$ cat config.mk
export PLATFORM = sky130hd
export DESIGN_NAME = scan_port
export DESIGN_NICKNAME = d
export VERILOG_FILES = /design/src/rtl/scan_port_pkg.sv /design/src/rtl/scan_fsm.sv /design/src/rtl/scan_ir.sv /design/src/rtl/scan_dr.sv /design/src/rtl/scan_port.sv
export SDC_FILE = /design/constraint.sdc
export NUM_CORES = 1
export LEC_CHECK = 0
export ABC_AREA = 1
export CAP_MARGIN = 25
export CORE_MARGIN = 2
export CORE_UTILIZATION = 60
export CTS_BUF_LIST = sky130_fd_sc_hd__clkbuf_16
export DETAILED_ROUTE_END_ITERATION = 8
export DONT_BUFFER_PORTS = 1
export MAX_ROUTING_LAYER = met4
export PLACE_DENSITY = 0.86
export SETUP_SLACK_MARGIN = 0.15
export SLEW_MARGIN = 10
export SYNTH_ARGS = -nofsm -noshare
export SYNTH_HDL_FRONTEND = slang
export SYNTH_SLANG_ARGS = --single-unit
export TNS_END_PERCENT = 100
$ cat constraint.sdc
create_clock -name tck -period 2 [get_ports tck]
set_input_delay 0.1 -clock tck [delete_from_list [all_inputs] [get_ports tck]]
set_output_delay 0.1 -clock tck [all_outputs]
set_load 0.02 [all_outputs]
$ cat src/rtl/scan_port_pkg.sv
`timescale 1ns/1ps
package scan_port_pkg;

  typedef enum logic [3:0] {
    ST_TLR, ST_RTI,
    ST_SEL_DR, ST_CAP_DR, ST_SH_DR, ST_EX1_DR, ST_PAU_DR, ST_EX2_DR, ST_UPD_DR,
    ST_SEL_IR, ST_CAP_IR, ST_SH_IR, ST_EX1_IR, ST_PAU_IR, ST_EX2_IR, ST_UPD_IR
  } tap_state_e;

  localparam int IR_W = 3;

  localparam logic [IR_W-1:0] OP_EXTEST   = 3'b000;
  localparam logic [IR_W-1:0] OP_IDCODE   = 3'b001;
  localparam logic [IR_W-1:0] OP_SAMPLE_Z = 3'b010;
  localparam logic [IR_W-1:0] OP_SAMPLE   = 3'b100;
  localparam logic [IR_W-1:0] IR_CAPTURE  = 3'b001;

  typedef enum logic [1:0] {DR_BYPASS, DR_IDENT, DR_BOUNDARY} dr_sel_e;

  typedef struct packed {
    dr_sel_e sel;
    logic    hiz;
    logic    term_off;
  } instr_ctl_t;

  function automatic instr_ctl_t decode_instr(logic [IR_W-1:0] op);
    instr_ctl_t c;
    c = '{sel: DR_BYPASS, hiz: 1'b0, term_off: 1'b0};
    case (op)
      OP_EXTEST, OP_SAMPLE_Z: begin
        c.sel = DR_BOUNDARY;
        c.hiz = 1'b1;
        c.term_off = 1'b1;
      end
      OP_SAMPLE: c.sel = DR_BOUNDARY;
      OP_IDCODE: c.sel = DR_IDENT;
      default:   c.sel = DR_BYPASS;
    endcase
    return c;
  endfunction

endpackage

$ cat src/rtl/scan_fsm.sv
`timescale 1ns/1ps
module scan_fsm
  import scan_port_pkg::*;
(
  input  logic       tck,
  input  logic       por_n,
  input  logic       tms,
  output tap_state_e state
);

  tap_state_e nxt;

  always_comb begin
    unique case (state)
      ST_TLR:    nxt = tms ? ST_TLR    : ST_RTI;
      ST_RTI:    nxt = tms ? ST_SEL_DR : ST_RTI;
      ST_SEL_DR: nxt = tms ? ST_SEL_IR : ST_CAP_DR;
      ST_CAP_DR: nxt = tms ? ST_EX1_DR : ST_SH_DR;
      ST_SH_DR:  nxt = tms ? ST_EX1_DR : ST_SH_DR;
      ST_EX1_DR: nxt = tms ? ST_UPD_DR : ST_PAU_DR;
      ST_PAU_DR: nxt = tms ? ST_EX2_DR : ST_PAU_DR;
      ST_EX2_DR: nxt = tms ? ST_UPD_DR : ST_SH_DR;
      ST_UPD_DR: nxt = tms ? ST_SEL_DR : ST_RTI;
      ST_SEL_IR: nxt = tms ? ST_TLR    : ST_CAP_IR;
      ST_CAP_IR: nxt = tms ? ST_EX1_IR : ST_SH_IR;
      ST_SH_IR:  nxt = tms ? ST_EX1_IR : ST_SH_IR;
      ST_EX1_IR: nxt = tms ? ST_UPD_IR : ST_PAU_IR;
      ST_PAU_IR: nxt = tms ? ST_EX2_IR : ST_PAU_IR;
      ST_EX2_IR: nxt = tms ? ST_UPD_IR : ST_SH_IR;
      ST_UPD_IR: nxt = tms ? ST_SEL_DR : ST_RTI;
      default:   nxt = ST_TLR;
    endcase
  end

  always_ff @(posedge tck or negedge por_n) begin
    if (!por_n) state <= ST_TLR;
    else        state <= nxt;
  end

  // Run of consecutive TMS-high edges, saturating at five.
  logic [2:0] ones_q;
  always_ff @(posedge tck or negedge por_n) begin
    if (!por_n)    ones_q <= 3'd0;
    else if (!tms) ones_q <= 3'd0;
    else if (ones_q != 3'd5) ones_q <= ones_q + 3'd1;
  end

  // five high TMS edges always end in Test-Logic-Reset
  a_r2_five_ones_reset: assert property (@(posedge tck) disable iff (!por_n)
    (ones_q == 3'd5) |-> (state == ST_TLR));

endmodule

$ cat src/rtl/scan_ir.sv
`timescale 1ns/1ps
module scan_ir
  import scan_port_pkg::*;
(
  input  logic            tck,
  input  logic            por_n,
  input  logic            tdi,
  input  tap_state_e      state,
  output logic            ir_tdo,
  output dr_sel_e         dr_sel,
  output logic            pins_hiz,
  output logic            term_off
);

  logic [IR_W-1:0] ir_sr;
  logic [IR_W-1:0] instr_q;
  instr_ctl_t      ctl;

  always_ff @(posedge tck or negedge por_n) begin
    if (!por_n) begin
      ir_sr   <= IR_CAPTURE;
      instr_q <= OP_IDCODE;
    end else begin
      case (state)
        ST_CAP_IR: ir_sr   <= IR_CAPTURE;
        ST_SH_IR:  ir_sr   <= {tdi, ir_sr[IR_W-1:1]};
        ST_UPD_IR: instr_q <= ir_sr;
        ST_TLR:    instr_q <= OP_IDCODE;
        default:   ;
      endcase
    end
  end

  always_comb ctl = decode_instr(instr_q);

  assign ir_tdo   = ir_sr[0];
  assign dr_sel   = ctl.sel;
  assign pins_hiz = ctl.hiz;
  assign term_off = ctl.term_off;

  // capture pattern present right after Capture-IR
  a_r3_ir_capture: assert property (@(posedge tck) disable iff (!por_n)
    (state == ST_CAP_IR) |=> (ir_sr == 3'b001));

  // the active instruction moves only on Update-IR or in reset state
  a_r10_instr_hold: assert property (@(posedge tck) disable iff (!por_n)
    (state != ST_UPD_IR && state != ST_TLR) |=> $stable(instr_q));

endmodule

$ cat src/rtl/scan_dr.sv
`timescale 1ns/1ps
module scan_dr
  import scan_port_pkg::*;
#(
  parameter int          BSR_LEN    = 74,
  parameter logic [3:0]  REV_ID     = 4'h0,
  parameter logic [9:0]  PART_CFG   = 10'h155,
  parameter logic [5:0]  VENDOR_DEF = 6'h00,
  parameter logic [10:0] MFR_CODE   = 11'h2A5
)(
  input  logic               tck,
  input  logic               por_n,
  input  logic               tdi,
  input  tap_state_e         state,
  input  dr_sel_e            dr_sel,
  input  logic [BSR_LEN-1:0] bsr_cap_i,
  output logic [BSR_LEN-1:0] bsr_upd_o,
  output logic               dr_tdo
);

  localparam int ID_W = $bits(REV_ID) + $bits(PART_CFG) + $bits(VENDOR_DEF)
                      + $bits(MFR_CODE) + 1;
  localparam logic [ID_W-1:0] ID_WORD = {REV_ID, PART_CFG, VENDOR_DEF, MFR_CODE, 1'b1};

  logic               byp_q;
  logic [ID_W-1:0]    id_sr;
  logic [BSR_LEN-1:0] bsr_sr;
  logic [BSR_LEN-1:0] bsr_upd_q;

  always_ff @(posedge tck or negedge por_n) begin
    if (!por_n) begin
      byp_q     <= 1'b0;
      id_sr     <= '0;
      bsr_sr    <= '0;
      bsr_upd_q <= '0;
    end else if (state == ST_CAP_DR) begin
      case (dr_sel)
        DR_BYPASS:   byp_q  <= 1'b0;
        DR_IDENT:    id_sr  <= ID_WORD;
        DR_BOUNDARY: bsr_sr <= bsr_cap_i;
        default:     ;
      endcase
    end else if (state == ST_SH_DR) begin
      case (dr_sel)
        DR_BYPASS:   byp_q  <= tdi;
        DR_IDENT:    id_sr  <= {tdi, id_sr[ID_W-1:1]};
        DR_BOUNDARY: bsr_sr <= {tdi, bsr_sr[BSR_LEN-1:1]};
        default:     ;
      endcase
    end else if (state == ST_UPD_DR && dr_sel == DR_BOUNDARY) begin
      bsr_upd_q <= bsr_sr;
    end
  end

  always_comb begin
    case (dr_sel)
      DR_IDENT:    dr_tdo = id_sr[0];
      DR_BOUNDARY: dr_tdo = bsr_sr[0];
      default:     dr_tdo = byp_q;
    endcase
  end

  assign bsr_upd_o = bsr_upd_q;

  // bypass stage holds 0 after its capture
  a_r5_bypass_zero: assert property (@(posedge tck) disable iff (!por_n)
    (state == ST_CAP_DR && dr_sel == DR_BYPASS) |=> !byp_q);

  // the update bus moves only on Update-DR with the chain selected
  a_r7_update_hold: assert property (@(posedge tck) disable iff (!por_n)
    !(state == ST_UPD_DR && dr_sel == DR_BOUNDARY) |=> $stable(bsr_upd_q));

endmodule

$ cat src/rtl/scan_port.sv
`timescale 1ns/1ps
module scan_port
  import scan_port_pkg::*;
#(
  parameter int          BSR_LEN    = 74,
  parameter logic [3:0]  REV_ID     = 4'h0,
  parameter logic [9:0]  PART_CFG   = 10'h155,
  parameter logic [5:0]  VENDOR_DEF = 6'h00,
  parameter logic [10:0] MFR_CODE   = 11'h2A5
)(
  input  logic               tck,
  input  logic               por_n,
  input  logic               tms,
  input  logic               tdi,
  input  logic [BSR_LEN-1:0] bsr_cap_i,
  output logic               tdo,
  output logic               tdo_en,
  output logic [BSR_LEN-1:0] bsr_upd_o,
  output logic               pins_hiz_o,
  output logic               term_off_o,
  output logic               bsr_sel_o
);

  tap_state_e state;
  dr_sel_e    dr_sel;
  logic       ir_tdo;
  logic       dr_tdo;

  scan_fsm u_fsm (
    .tck   (tck),
    .por_n (por_n),
    .tms   (tms),
    .state (state)
  );

  scan_ir u_ir (
    .tck      (tck),
    .por_n    (por_n),
    .tdi      (tdi),
    .state    (state),
    .ir_tdo   (ir_tdo),
    .dr_sel   (dr_sel),
    .pins_hiz (pins_hiz_o),
    .term_off (term_off_o)
  );

  scan_dr #(
    .BSR_LEN    (BSR_LEN),
    .REV_ID     (REV_ID),
    .PART_CFG   (PART_CFG),
    .VENDOR_DEF (VENDOR_DEF),
    .MFR_CODE   (MFR_CODE)
  ) u_dr (
    .tck       (tck),
    .por_n     (por_n),
    .tdi       (tdi),
    .state     (state),
    .dr_sel    (dr_sel),
    .bsr_cap_i (bsr_cap_i),
    .bsr_upd_o (bsr_upd_o),
    .dr_tdo    (dr_tdo)
  );

  assign bsr_sel_o = (dr_sel == DR_BOUNDARY);

  // Serial output retimed to the falling edge.
  always_ff @(negedge tck or negedge por_n) begin
    if (!por_n) begin
      tdo    <= 1'b0;
      tdo_en <= 1'b0;
    end else if (state == ST_SH_IR) begin
      tdo    <= ir_tdo;
      tdo_en <= 1'b1;
    end else if (state == ST_SH_DR) begin
      tdo    <= dr_tdo;
      tdo_en <= 1'b1;
    end else begin
      tdo_en <= 1'b0;
    end
  end

  // output enable seen at a rising edge only inside a shift state
  a_r9_enable_in_shift: assert property (@(posedge tck) disable iff (!por_n)
    tdo_en |-> (state == ST_SH_DR || state == ST_SH_IR));

endmodule

======== After elaboration in Yosys (flattened, before gate mapping) ========
Index checks and enable logic that the tools add are counted.
storage, ports and cells
  bits of input ports ..................... 78
  flip-flop bits (word level) ............. 193
  logic and storage cells ................. 84
  output and inout bits ................... 79
cells by class
  bitwise gates (word level) .............. 2
  eq/ne operators ......................... 22
  reduce and logical (&&, ||, !) cells .... 17
  muxes and demuxes ....................... 34
operator list
  operator                                                               count
  74-bit two-way mux                                                     4
  32-bit two-way mux                                                     4
  4-bit one-hot mux with 12 select lines                                 1
  4-bit equality test, second input constant                             8
  4-bit by 3-bit equality test with 1-bit output, second input constant  4
  4-bit two-way mux                                                      4
  3-bit one-hot mux with 2 select lines                                  2
  1-bit two-way mux                                                      11
  4-bit by 2-bit equality test with 1-bit output, second input constant  2
  2-bit two-way mux                                                      4
  2-bit nonzero test                                                     4
  3-bit two-way mux                                                      2
  3-bit AND reduction                                                    2
  2-bit OR reduction                                                     3
  3-bit OR reduction                                                     2
  4-bit by 1-bit equality test with 1-bit output, second input constant  1
  4-bit zero test                                                        1
  2-bit inequality test, second input constant                           2
  2-bit one-hot mux with 2 select lines                                  1
  2-bit AND reduction                                                    2
  3-bit by 1-bit equality test with 1-bit output, second input constant  1
  3-bit by 2-bit equality test with 1-bit output, second input constant  1
  3-bit equality test, second input constant                             1
  3-bit zero test                                                        1
  other kinds (6)                                                        7

======== Logic depth before layout (Yosys ltp) ========
Gate-level depths: netlist (run 1).
  depth after elaboration ................. 7
  mapped depth ............................ 11

======== Modules after synthesis ========
Synthesis (run 1) repeated with hierarchy kept, for this count alone.
unflattened totals
  cell total of the unflattened synthesis .. 1187
  area total of the unflattened synthesis .. 9130.0 µm²
modules (own cells, without submodules)
  module     times used  area an instance (µm²)  cells each
  scan_dr    1           8346.8                  1068
  scan_fsm   1           350.3                   61
  scan_ir    1           309.0                   40
  scan_port  1           123.9                   18

==> metrics.md, run 1 <==
| Metric | Value |
|---|---|
| Status | complete, but fails checks |
| Failing checks | negative hold slack, negative setup slack |
| Mapped Nets | ~1,100 |
| WL/cell | ~20 µm |
| Crit Path Class | flip-flop to flip-flop |
| CTS tree | yes |
| Post-synth top cells | nand2_1 (453), dfrtp_1 (189), o21ai_0 (172), inv_1 (89), buf_2 (28) |
| Cell Area, Synth | between 8000 and 9000 µm² |
| Slack of the worst reg-to-reg path | -0.49 ns |
| Peak supply drop | 742 µV |
| # clock sinks | 193 |
| Total global-route track usage | approximately 30% |
| Vias in the first global route | around 7,200 |
| Post-synth EDFFs | 0 |
| WP buf/inv | 2 |
| Pre-Repair DR Iteration Count | 9 |
| Top Metal Used | met4 |
| Final Skew | roughly 0.033 ns |
| CP max stage delay | approximately 0.54 ns |
| Vias | approximately 8,000 |
| Setup TNS | -0.542 ns |
| Leak | roughly 0.0056 µW |
| Core Area | roughly 14,000 µm² |
| Largest net degree at the start of global routing | 194 |
| Synth warnings | 0 |
| Crit. End Element | flip-flop |
| Root Buffer | clkbuf_16 |
| DP HPWL | around 11 mm |
| Hold WS | -0.641 ns |
| Syn Area/Cell | between 8 and 9 µm² |
| Main flop type after synthesis | dfrtp_1 |
| Tot Pwr | 15,900 µW |
| Largest cells by area after synthesis | dfrtp_1 (56%), nand2_1 (20%), o21ai_0 (10%) |
| DRC Markers | 0 |
| CP Max Fanout | 2 |
| Ports | ~160 |
| PD cells | 1440 nW/µm² |
| Dpl cell area | slightly below 9000 µm² |
| Max-cap violations | 0 |
| H-tree level count | 4 |
| CTS max path bufs | 2 |
| Final Slew Violations | 0 |
| Sequential area share after synthesis | a little under three fifths |
| Delay-heaviest family, CP | flip-flops |
| PortBufs | 0 |
| Drt total wl | between 20 and 30 mm |
| Clock Latency Late Sink | roughly 0.44 ns |
| Post-route ant nets | 0 |
| Clock transition at path regs | 0.07 ns |
| Die X-Extent | between 100 and 150 µm |
| Num CTS Buffers | 17 |
| Post-synth top area cell | dfrtp_1 |
| Initial Util | between 60 and 70% |
| Final setup violation count | 3 |
| Post-synth cell types | 24 |
| Share of post-route cells with drive strength above 1 | around 15% |
| Worst path slowest cell | dfstp_2 |
| Fill cells | ~700 |
| Hold_buf cts | 76 |
| Initial antenna violation count | 3 |
| Hold Path Class | primary input to asynchronous set/reset pin |
| Most common cell in the netlist | nand2_1 |
| Met1 Wirelength | ~9.5 mm |
| GP Congestion | between 0.8 and 0.9 |
| Ys async rst share | 100% |
| #FFs+latches synth | 193 |
| Worst Max-Slew Pin Slew | roughly 0.32 ns |
| Die ar. | around 15,000 µm² |
| Setup WS pre-CTS | -0.497 ns |
| Die Ht | 123 µm |
| Rel. slew slack | about four fifths |
| Synth top area share | a little under three fifths |
| WL met3 | roughly 2.8 mm |
| Setup WS post-layout | -0.487 ns |
| First-pass GRT wire length | approximately 34 mm |
| Final hold violations | approximately 190 |
| Drt first-iter violations | between 1,000 and 1,500 |
| Met2 WL post-DR | 13.1 mm |
| # rows | 43 |
| GR Overflow Total | 0 |
| Number of vias per cell | between 5 and 6 |
| Final nets | roughly 1,200 |
| WP data arrival | between 1.5 and 2 ns |
| Synth-to-Final Area Change | 31.6% |
| Startpoint type of the worst setup path | flip-flop |
| CP Cell Sequence | inv_2, nor3_4, inv_2, ha_4, a21oi_2, nand2_1, nand2_1, nand3_1 |
| Data required, critical path | 1.25 ns |
| Fin area | 11,100 µm² |
| Post-synthesis cell count | approximately 1,000 |
| RSZ-0062 raised after global routing | true |
[layer usage]
metal	vias to the layer above	global-route usage, %
met5	-	-
met4	0	16.8
met3	168	6.92
met2	586	47.2
met1	3795	35.0
li1	3444	-
[placed cells by master (no fill, tap or decap), drive strengths merged]
cell type | Yosys | final
nor3 | 2 | 2
clkbuf | 21 | 35
ha | 3 | 3
o211ai | 1 | 1
o21bai | 1 | 1
o22ai | 2 | 2
clkinv | 0 | 6
diode | 0 | 3
nand3b | 1 | 1
dlygate4sd3 | 0 | 76
nand2 | 458 | 458
bufinv | 0 | 3
dfrtp | 189 | 189
inv | 91 | 94
clkinvlp | 0 | 3
a21oi | 4 | 4
nor2 | 23 | 23
buf | 38 | 54
dfstp | 2 | 2
dfrtn | 2 | 2
o21ai | 189 | 189
nand3 | 11 | 11
[worst paths after layout]
check	start	to	cells past startpoint
max reg2reg	u_ir.instr_q[0]	tdo	8
max	u_ir.instr_q[0]	tdo	8
min	por_n	u_dr.bsr_sr[8]	0
min reg2reg	u_dr.bsr_sr[9]	u_dr.bsr_sr[9]	2
min in group tck	tdi	u_ir.ir_sr[2]	3
max in group asynchronous	por_n	tdo	0
[report_power, final]
group | switching, µW | internal [µW] | leakage (µW)
Clock | 1540 | 1960 | 0.000286
Combinational | 2840 | 1920 | 0.00287
Sequential | 2080 | 5590 | 0.00241
[state kept, by name (all words and copies together) (netlist names)]
register        flops
u_dr.id_sr         32
u_dr.byp_q          1
tdo_en              1
u_ir.instr_q        3
u_dr.bsr_sr        74
tdo                 1
u_fsm.state         4
u_dr.bsr_upd_o     74
u_ir.ir_sr          3
[area by class of cell]
| cell class | instances | area (µm²) | share of cell area (%) |
|---|---|---|---|
| inverter | 91 | 344 | 3.10 |
| clock inverter | 15 | 165 | 1.49 |
| multi-input combinational | 695 | 3200 | 28.8 |
| sequential | 193 | 4830 | 43.5 |
| clock buffer | 17 | 425 | 3.83 |
| antenna | 3 | 7.51 | 0.0677 |
| timing repair buffer | 148 | 1900 | 17.1 |
| tap | 180 | 225 | 2.03 |
[what timing repair did]
| item | in CTS | in global routing |
|---|---|---|
| hold endpoints to repair | 272 | 191 |
| gates cloned | 3 | 27 |
| setup endpoints to repair | 81 | 184 |
| gates resized for setup | 14 | 122 |
| setup buffers | 6 | 6 |
| pin swaps | 5 | 5 |
[stage by stage]
step / util (%) / cells
floorplan: - / 1038
global placement: 62.9 / 1189
detailed placement: 62.9 / 1189
CTS: 73.9 / 1306
global route: 80.2 / 1342
finish: 80.2 / 1342
[cells by family after synthesis]
logic type | count (synthesis) | share of synthesized area (%)
and+or+nand+nor | 495 | 22.6
buffers and inverters | 150 | 7.85
DFF | 193 | 57.3
AOI/OAI and AO/OA | 197 | 11.8
adders and majority gates | 3 | 0.445
Note: power is estimated with default switching activity, not from simulation.
==> inputs of run 2 (changes only) <==
--- a/config.mk
+++ b/config.mk
@@ -8,12 +8,12 @@
 export ABC_AREA = 1
 export CAP_MARGIN = 25
 export CORE_MARGIN = 2
-export CORE_UTILIZATION = 60
+export CORE_UTILIZATION = 50
 export CTS_BUF_LIST = sky130_fd_sc_hd__clkbuf_16
 export DETAILED_ROUTE_END_ITERATION = 8
 export DONT_BUFFER_PORTS = 1
 export MAX_ROUTING_LAYER = met4
-export PLACE_DENSITY = 0.86
+export PLACE_DENSITY = 0.75
 export SETUP_SLACK_MARGIN = 0.15
 export SLEW_MARGIN = 10
 export SYNTH_ARGS = -nofsm -noshare
==> run 2 against run 1 <==
Against the previous run: the run still ends with negative hold slack, negative setup slack left; global-route usage shrank 7.2 points; non-clock buffer count shrank 15; first-iteration DRC count shrank 33%; critical path type unchanged; largest power group unchanged; highest routed layer unchanged.
==> metrics.md, run 2 (synthesis gave the netlist of run 1 again) <==
| Metric | Value |
|---|---|
| Failing checks | negative hold slack, negative setup slack |
| Post-route ant nets | 0 (unchanged) |
| First-pass GRT wire length | 31.4 mm (-7.2%) |
| DRC Markers | 0 (unchanged) |
| Drt first-iter violations | 720 (-33%) |
| Fill cells | 1,279 (+80%) |
| CTS tree | yes |
| Max-cap violations | 0 (unchanged) |
| Final hold violations | 191 (unchanged) |
| Hold_buf cts | 76 (unchanged) |
| Vias | 7,061 (-12%) |
| Initial antenna violation count | 0 (-3) |
| Startpoint type of the worst setup path | flip-flop |
| Final Skew | 0.0243 ns (-0.00835 ns) |
| Leak | 0.00534 µW (-4.1%) |
| Initial Util | 51.0% (-10 points) |
| Setup WS post-layout | -0.484 ns (+0.00293 ns) |
| Hold Path Class | primary input to asynchronous set/reset pin |
| Commonest non-fill, non-tap cells in the layout | nand2_1 (448), dfrtp_1 (189), o21ai_0 (158) |
| Share of post-route cells with drive strength above 1 | 9.96% (-4.7 points) |
| Root Buffer | clkbuf_16 |
| Status | complete, but fails checks |
| WP data arrival | 1.73 ns (about the same) |
| # clock sinks | 193 (unchanged) |
| GR Overflow Total | 0 (unchanged) |
| DP HPWL | 11.2 mm (+1.5%) |
| Crit Path Class | flip-flop to flip-flop |
| CTS max path bufs | 2 (unchanged) |
| PD cells | 1400 nW/µm² (-2.5%) |
| Ports | 157 (unchanged) |
| Number of vias per cell | 5.17 (-13%) |
| # rows | 47 (+9.3%) |
| Fin util | 64.5% (-16 points) |
| PortBufs | 0 (unchanged) |
| Die Ht | 134 µm (+9.2%) |
| Final nets | 1,213 (-1.1%) |
| Die X-Extent | 134 µm (+9.2%) |
| Total global-route track usage | 22.5% (-7.2 points) |
| Vias in the first global route | 6,499 (-9.3%) |
| Crit. End Element | flip-flop |
| Core Area | 16,500 µm² (+20%) |
| GP Congestion | 0.824 (-2.2%) |
| WL/cell | 15.6 µm (-23%) |
| Data required, critical path | 1.25 ns (about the same) |
| Pre-Repair DR Iteration Count | 6 (-3) |
| Clock Latency Late Sink | 0.42 ns (-0.02 ns) |
| Final Slew Violations | 0 (unchanged) |
| Hold WS | -0.629 ns (+0.0116 ns) |
| Fin area | 10,700 µm² (-4.0%) |
| Drt total wl | 21.3 mm (-22%) |
| Ant. Diodes | 0 (-3) |
| Dpl cell area | 8770 µm² (+0.81%) |
| Most common cell after layout, fill and taps aside | nand2_1 |
| Clock transition at path regs | 0.07 ns (about the same) |
| Synth-to-Final Area Change | 26.4% |
| Rel. slew slack | 79.3% (+0.91 points) |
| Peak supply drop | 865 µV (+17%) |
| Num CTS Buffers | 17 (unchanged) |
| Final setup violation count | 3 (unchanged) |
| H-tree level count | 4 (unchanged) |
| Worst Max-Slew Pin Slew | 0.310 ns (-0.0103 ns) |
| Die ar. | 17,900 µm² (+19%) |
| Largest net degree at the start of global routing | 194 (unchanged) |
| RSZ-0062 raised after global routing | true |
| CP Max Fanout | 3 (+1) |
==> run 2: cell count changes in the layout (fill, tap and decap cells not counted), sizes merged <==
cell | before | now
bufinv | 3 | 2
clkinv | 6 | 7
clkinvlp | 3 | 1
inv | 94 | 96
nand3 | 11 | 12
buf | 54 | 48
diode | 3 | 0
clkbuf | 35 | 26
==> run 2: metal layers <==
metal  global-route usage [%]  part of all wire (%)  up-vias
li1                         -                     -     3415
met4                     8.39                   2.0        0
met5                        -                     0        -
met1                     29.2                    43     3349
met2                     35.0                    49      258
met3                     4.91                   6.5       39
==> run 2: final timing paths <==
path                       cells past startpoint  slack (ns)               to            start
max                                            8       -0.48              tdo  u_ir.instr_q[0]
min                                            0       -0.63   u_fsm.state[1]            por_n
max reg2reg                                    8       -0.48              tdo  u_ir.instr_q[0]
min reg2reg                                    2        0.48  u_dr.bsr_sr[69]  u_dr.bsr_sr[69]
max in group asynchronous                      0        1.54              tdo            por_n
min in group tck                               3        0.38    u_ir.ir_sr[2]              tdi
==> run 2: metrics by stage <==
stage,setup TNS [ns],hold WS [ns],cells,worst slack (ns),total power [µW]
2_1_floorplan,-0.419,-0.196,1038,-0.419,10000
3_3_place_gp,-0.461,-0.192,1230,-0.461,10900
3_5_place_dp,-0.501,-0.193,1230,-0.501,11100
4_1_cts,-0.557,-0.650,1342,-0.490,14700
5_1_grt,-0.687,-0.650,1365,-0.591,16000
6_report,-0.522,-0.629,1365,-0.484,14900
==> run 2: timing repair <==
action                                  in CTS  in global routing
cloned                                       1                 11
pin swaps                                    2                  3
buffers inserted                             3                 12
hold endpoints to repair                   272                191
gates resized for setup                      9                 29
endpoints found under the setup margin      15                153
==> run 2: cell type report <==
cell class                      count  area (µm²)  area share, %
Timing Repair Buffer              133        1580           14.9
Tap cell                          220         275           2.58
Sequential cell                   193        4830           45.4
Multi-Input combinational cell    696        3030           28.5
Clock inverter                     15         156           1.47
Inverter                           91         347           3.25
Clock buffer                       17         425           3.99
==> run 2: worst max-delay path: stages (launching register included) <==
cell and delay, ns:
dfstp_2 0.55, inv_2 0.05, nor3_4 0.13, inv_2 0.07
ha_4 0.22, a21oi_2 0.11, nand2_1 0.07, nand2_1 0.05
nand3_1 0.06
==> run 2: report_power, final <==
group          internal [µW]  leakage [µW]  switching (µW)  total, µW
sequential              5600       0.00241            1900       7500
clock                   1860      0.000283            1520       3380
combinational           1700       0.00264            2330       4030
==> inputs of run 3 (changes only) <==
--- a/config.mk
+++ b/config.mk
@@ -9,7 +9,7 @@
 export CAP_MARGIN = 25
 export CORE_MARGIN = 2
 export CORE_UTILIZATION = 50
-export CTS_BUF_LIST = sky130_fd_sc_hd__clkbuf_16
+export CTS_BUF_LIST = sky130_fd_sc_hd__clkbuf_4
 export DETAILED_ROUTE_END_ITERATION = 8
 export DONT_BUFFER_PORTS = 1
 export MAX_ROUTING_LAYER = met4
==> run 3 against run 2 <==
Against the previous run: the run still ends with negative hold slack, negative setup slack left; critical path depth did not move; combinational power grew 23%; critical endpoint unchanged; first-iteration DRC count increased by 19%; global-route usage increased by 0.43 points; clock power down 36%; via count grew 12%; clock skew increased by 0.061 ns.
==> metrics.md, run 3 (synthesis gave the netlist of run 1 again) <==
| Metric | Value |
|---|---|
| End of the worst register-to-register path | tdo |
| Worst Reg2Reg Path Length in Cells | 8 (unchanged) |
| Final Skew | 0.0855 ns (+0.0613 ns) |
| Final Slew Violations | 0 (unchanged) |
| RR Startpoint | u_ir.instr_q[0] |
| Num CTS Buffers | 17 (unchanged) |
| Drt total wl | 27.6 mm (+30%) |
| Die Ht | 134 µm (unchanged) |
| Vias | 7,891 (+12%) |
| Failing checks | negative hold slack, negative setup slack |
| Commonest non-fill, non-tap cells in the layout | nand2_1 (376), dfrtp_1 (189), o21ai_0 (93) |
| WL/cell | 19.6 µm (+26%) |
| Total global-route track usage | 22.9% (+0.43 points) |
| Fill cells | 1,127 (-12%) |
| Vias in the first global route | 6,511 (+0.18%) |
| CP Max Fanout | 3 (unchanged) |
| Core Area | 16,500 µm² (unchanged) |
| Largest net degree at the start of global routing | 194 (unchanged) |
| Die ar. | 17,900 µm² (unchanged) |
| PortBufs | 0 (unchanged) |
| Post-route ant nets | 0 (unchanged) |
| Share of post-route cells with drive strength above 1 | 22.2% (+12 points) |
| CTS tree | yes |
| Initial Util | 51.0% (unchanged) |
| PD cells | 1280 nW/µm² (-8.4%) |
| Crit. End Element | flip-flop |
| Final nets | 1,255 (+3.5%) |
| Tot Pwr | 14,800 µW (-0.49%) |
| Slack of the worst reg-to-reg path | -0.58 ns (-0.10 ns) |
| GR Overflow Total | 0 (unchanged) |
| Max-cap violations | 0 (unchanged) |
| RSZ-0062 raised after global routing | true |
| Clock Latency Late Sink | 0.59 ns (+0.17 ns) |
| First-pass GRT wire length | 31.8 mm (+1.4%) |
| Worst Max-Slew Pin Slew | 0.388 ns (+0.0779 ns) |
| Ports | 157 (unchanged) |
| Sequential cell area | 4830 µm² (unchanged) |
| Leak | 0.00572 µW (+7.1%) |
| Hold WS | -0.824 ns (-0.195 ns) |
| Fin util | 70.0% (+5.5 points) |
| Data required, critical path | 1.37 ns (+0.12 ns) |
| Hold_buf cts | 76 (unchanged) |
| Peak supply drop | 638 µV (-26%) |
| WP data arrival | 1.95 ns (+0.22 ns) |
| Pre-Repair DR Iteration Count | 7 (+1) |
| Synth-to-Final Area Change | 37.2% |
| Root Buffer | clkbuf_4 |
| GP Congestion | 0.824 (unchanged) |
| # rows | 47 (unchanged) |
| Number of vias per cell | 5.60 (+8.3%) |
| Die X-Extent | 134 µm (unchanged) |
| Final hold violations | 191 (unchanged) |
| Clock transition at path regs | 0.16 ns (+0.09 ns) |
| Final setup violation count | 23 (+20) |
| Hold Path Class | primary input to asynchronous set/reset pin |
| Setup WS post-layout | -0.584 ns (-0.100 ns) |
| Startpoint type of the worst setup path | flip-flop |
| CTS max path bufs | 2 (unchanged) |
| Initial antenna violation count | 1 (+1) |
| DRC Markers | 0 (unchanged) |
| DP HPWL | 11.2 mm (unchanged) |
| Status | complete, but fails checks |
| Rel. slew slack | 74.2% (-5.2 points) |
| # clock sinks | 193 (unchanged) |
| Setup WS pre-CTS | -0.501 ns (unchanged) |
| Multi-input gate area | 3420 µm² (+13%) |
| H-tree level count | 4 (unchanged) |
| Drt first-iter violations | 856 (+19%) |
| Most common cell after layout, fill and taps aside | nand2_1 |
| Crit Path Class | flip-flop to flip-flop |
run 3: cell types whose count changed in the layout (fill, tap and decap cells not counted), sizes merged:
cell,change
clkbuf,+17
buf,+26
diode,+1
nand3,-1
run 3: power by group:
group / internal (µW) / switching [µW] / total (µW)
Sequential: 5570 / 2130 / 7700
Combinational: 2110 / 2850 / 4960
Clock: 758 / 1430 / 2180
Total: 8440 / 6400 / 14800
run 3: worst max-delay path, stage by stage, from the launching register on:
cell	delay (ns)
dfstp_2	0.59
inv_2	0.06
nor3_4	0.14
inv_2	0.07
ha_4	0.21
a21oi_1	0.11
nand2_1	0.06
nand2_1	0.06
nand3_1	0.06
run 3: worst max-delay path by stage:
stage	from	endpoint	slack, ns	depth (start not counted)
2_1_floorplan	u_ir.instr_q[0]	tdo	-0.42	8
3_3_place_gp	u_ir.instr_q[0]	tdo	-0.46	8
3_5_place_dp	u_ir.instr_q[0]	tdo	-0.50	8
4_1_cts	u_ir.instr_q[0]	tdo	-0.58	8
5_1_grt	u_ir.instr_q[0]	tdo	-0.69	8
6_report	u_ir.instr_q[0]	tdo	-0.58	8
run 3: per-layer routing:
| layer | share of wire (%) | global-route usage, % | up-vias |
|---|---|---|---|
| met5 | 0 | - | - |
| met4 | 4.3 | 7.27 | 0 |
| met3 | 8.4 | 5.33 | 114 |
| met2 | 50 | 36.0 | 476 |
| met1 | 37 | 29.8 | 3779 |
| li1 | - | - | 3522 |
run 3: stage by stage:
step,instances,cell area [µm²],setup TNS [ns]
finish,1408,11600,-1.23
global route,1408,11600,-4.35
CTS,1346,10100,-0.955
detailed placement,1230,8770,-0.501
global placement,1230,8770,-0.461
floorplan,1038,8460,-0.419
run 3: repair_timing:
item	4_1_cts	5_1_grt
endpoints found under the setup margin	28	181
pin swaps	18	13
setup buffers	6	17
resized for setup	97	165
gates cloned	2	44
hold endpoints to repair	272	191
run 3: cell type report:
cell class | count | share of cell area (%)
Multi-Input combinational cell | 695 | 29.5
Timing Repair Buffer | 176 | 20.7
Inverter | 91 | 3.11
Sequential cell | 193 | 41.8
Clock buffer | 17 | 1.10
Clock inverter | 15 | 1.35
Antenna cell | 1 | 0.0216
Tap cell | 220 | 2.38
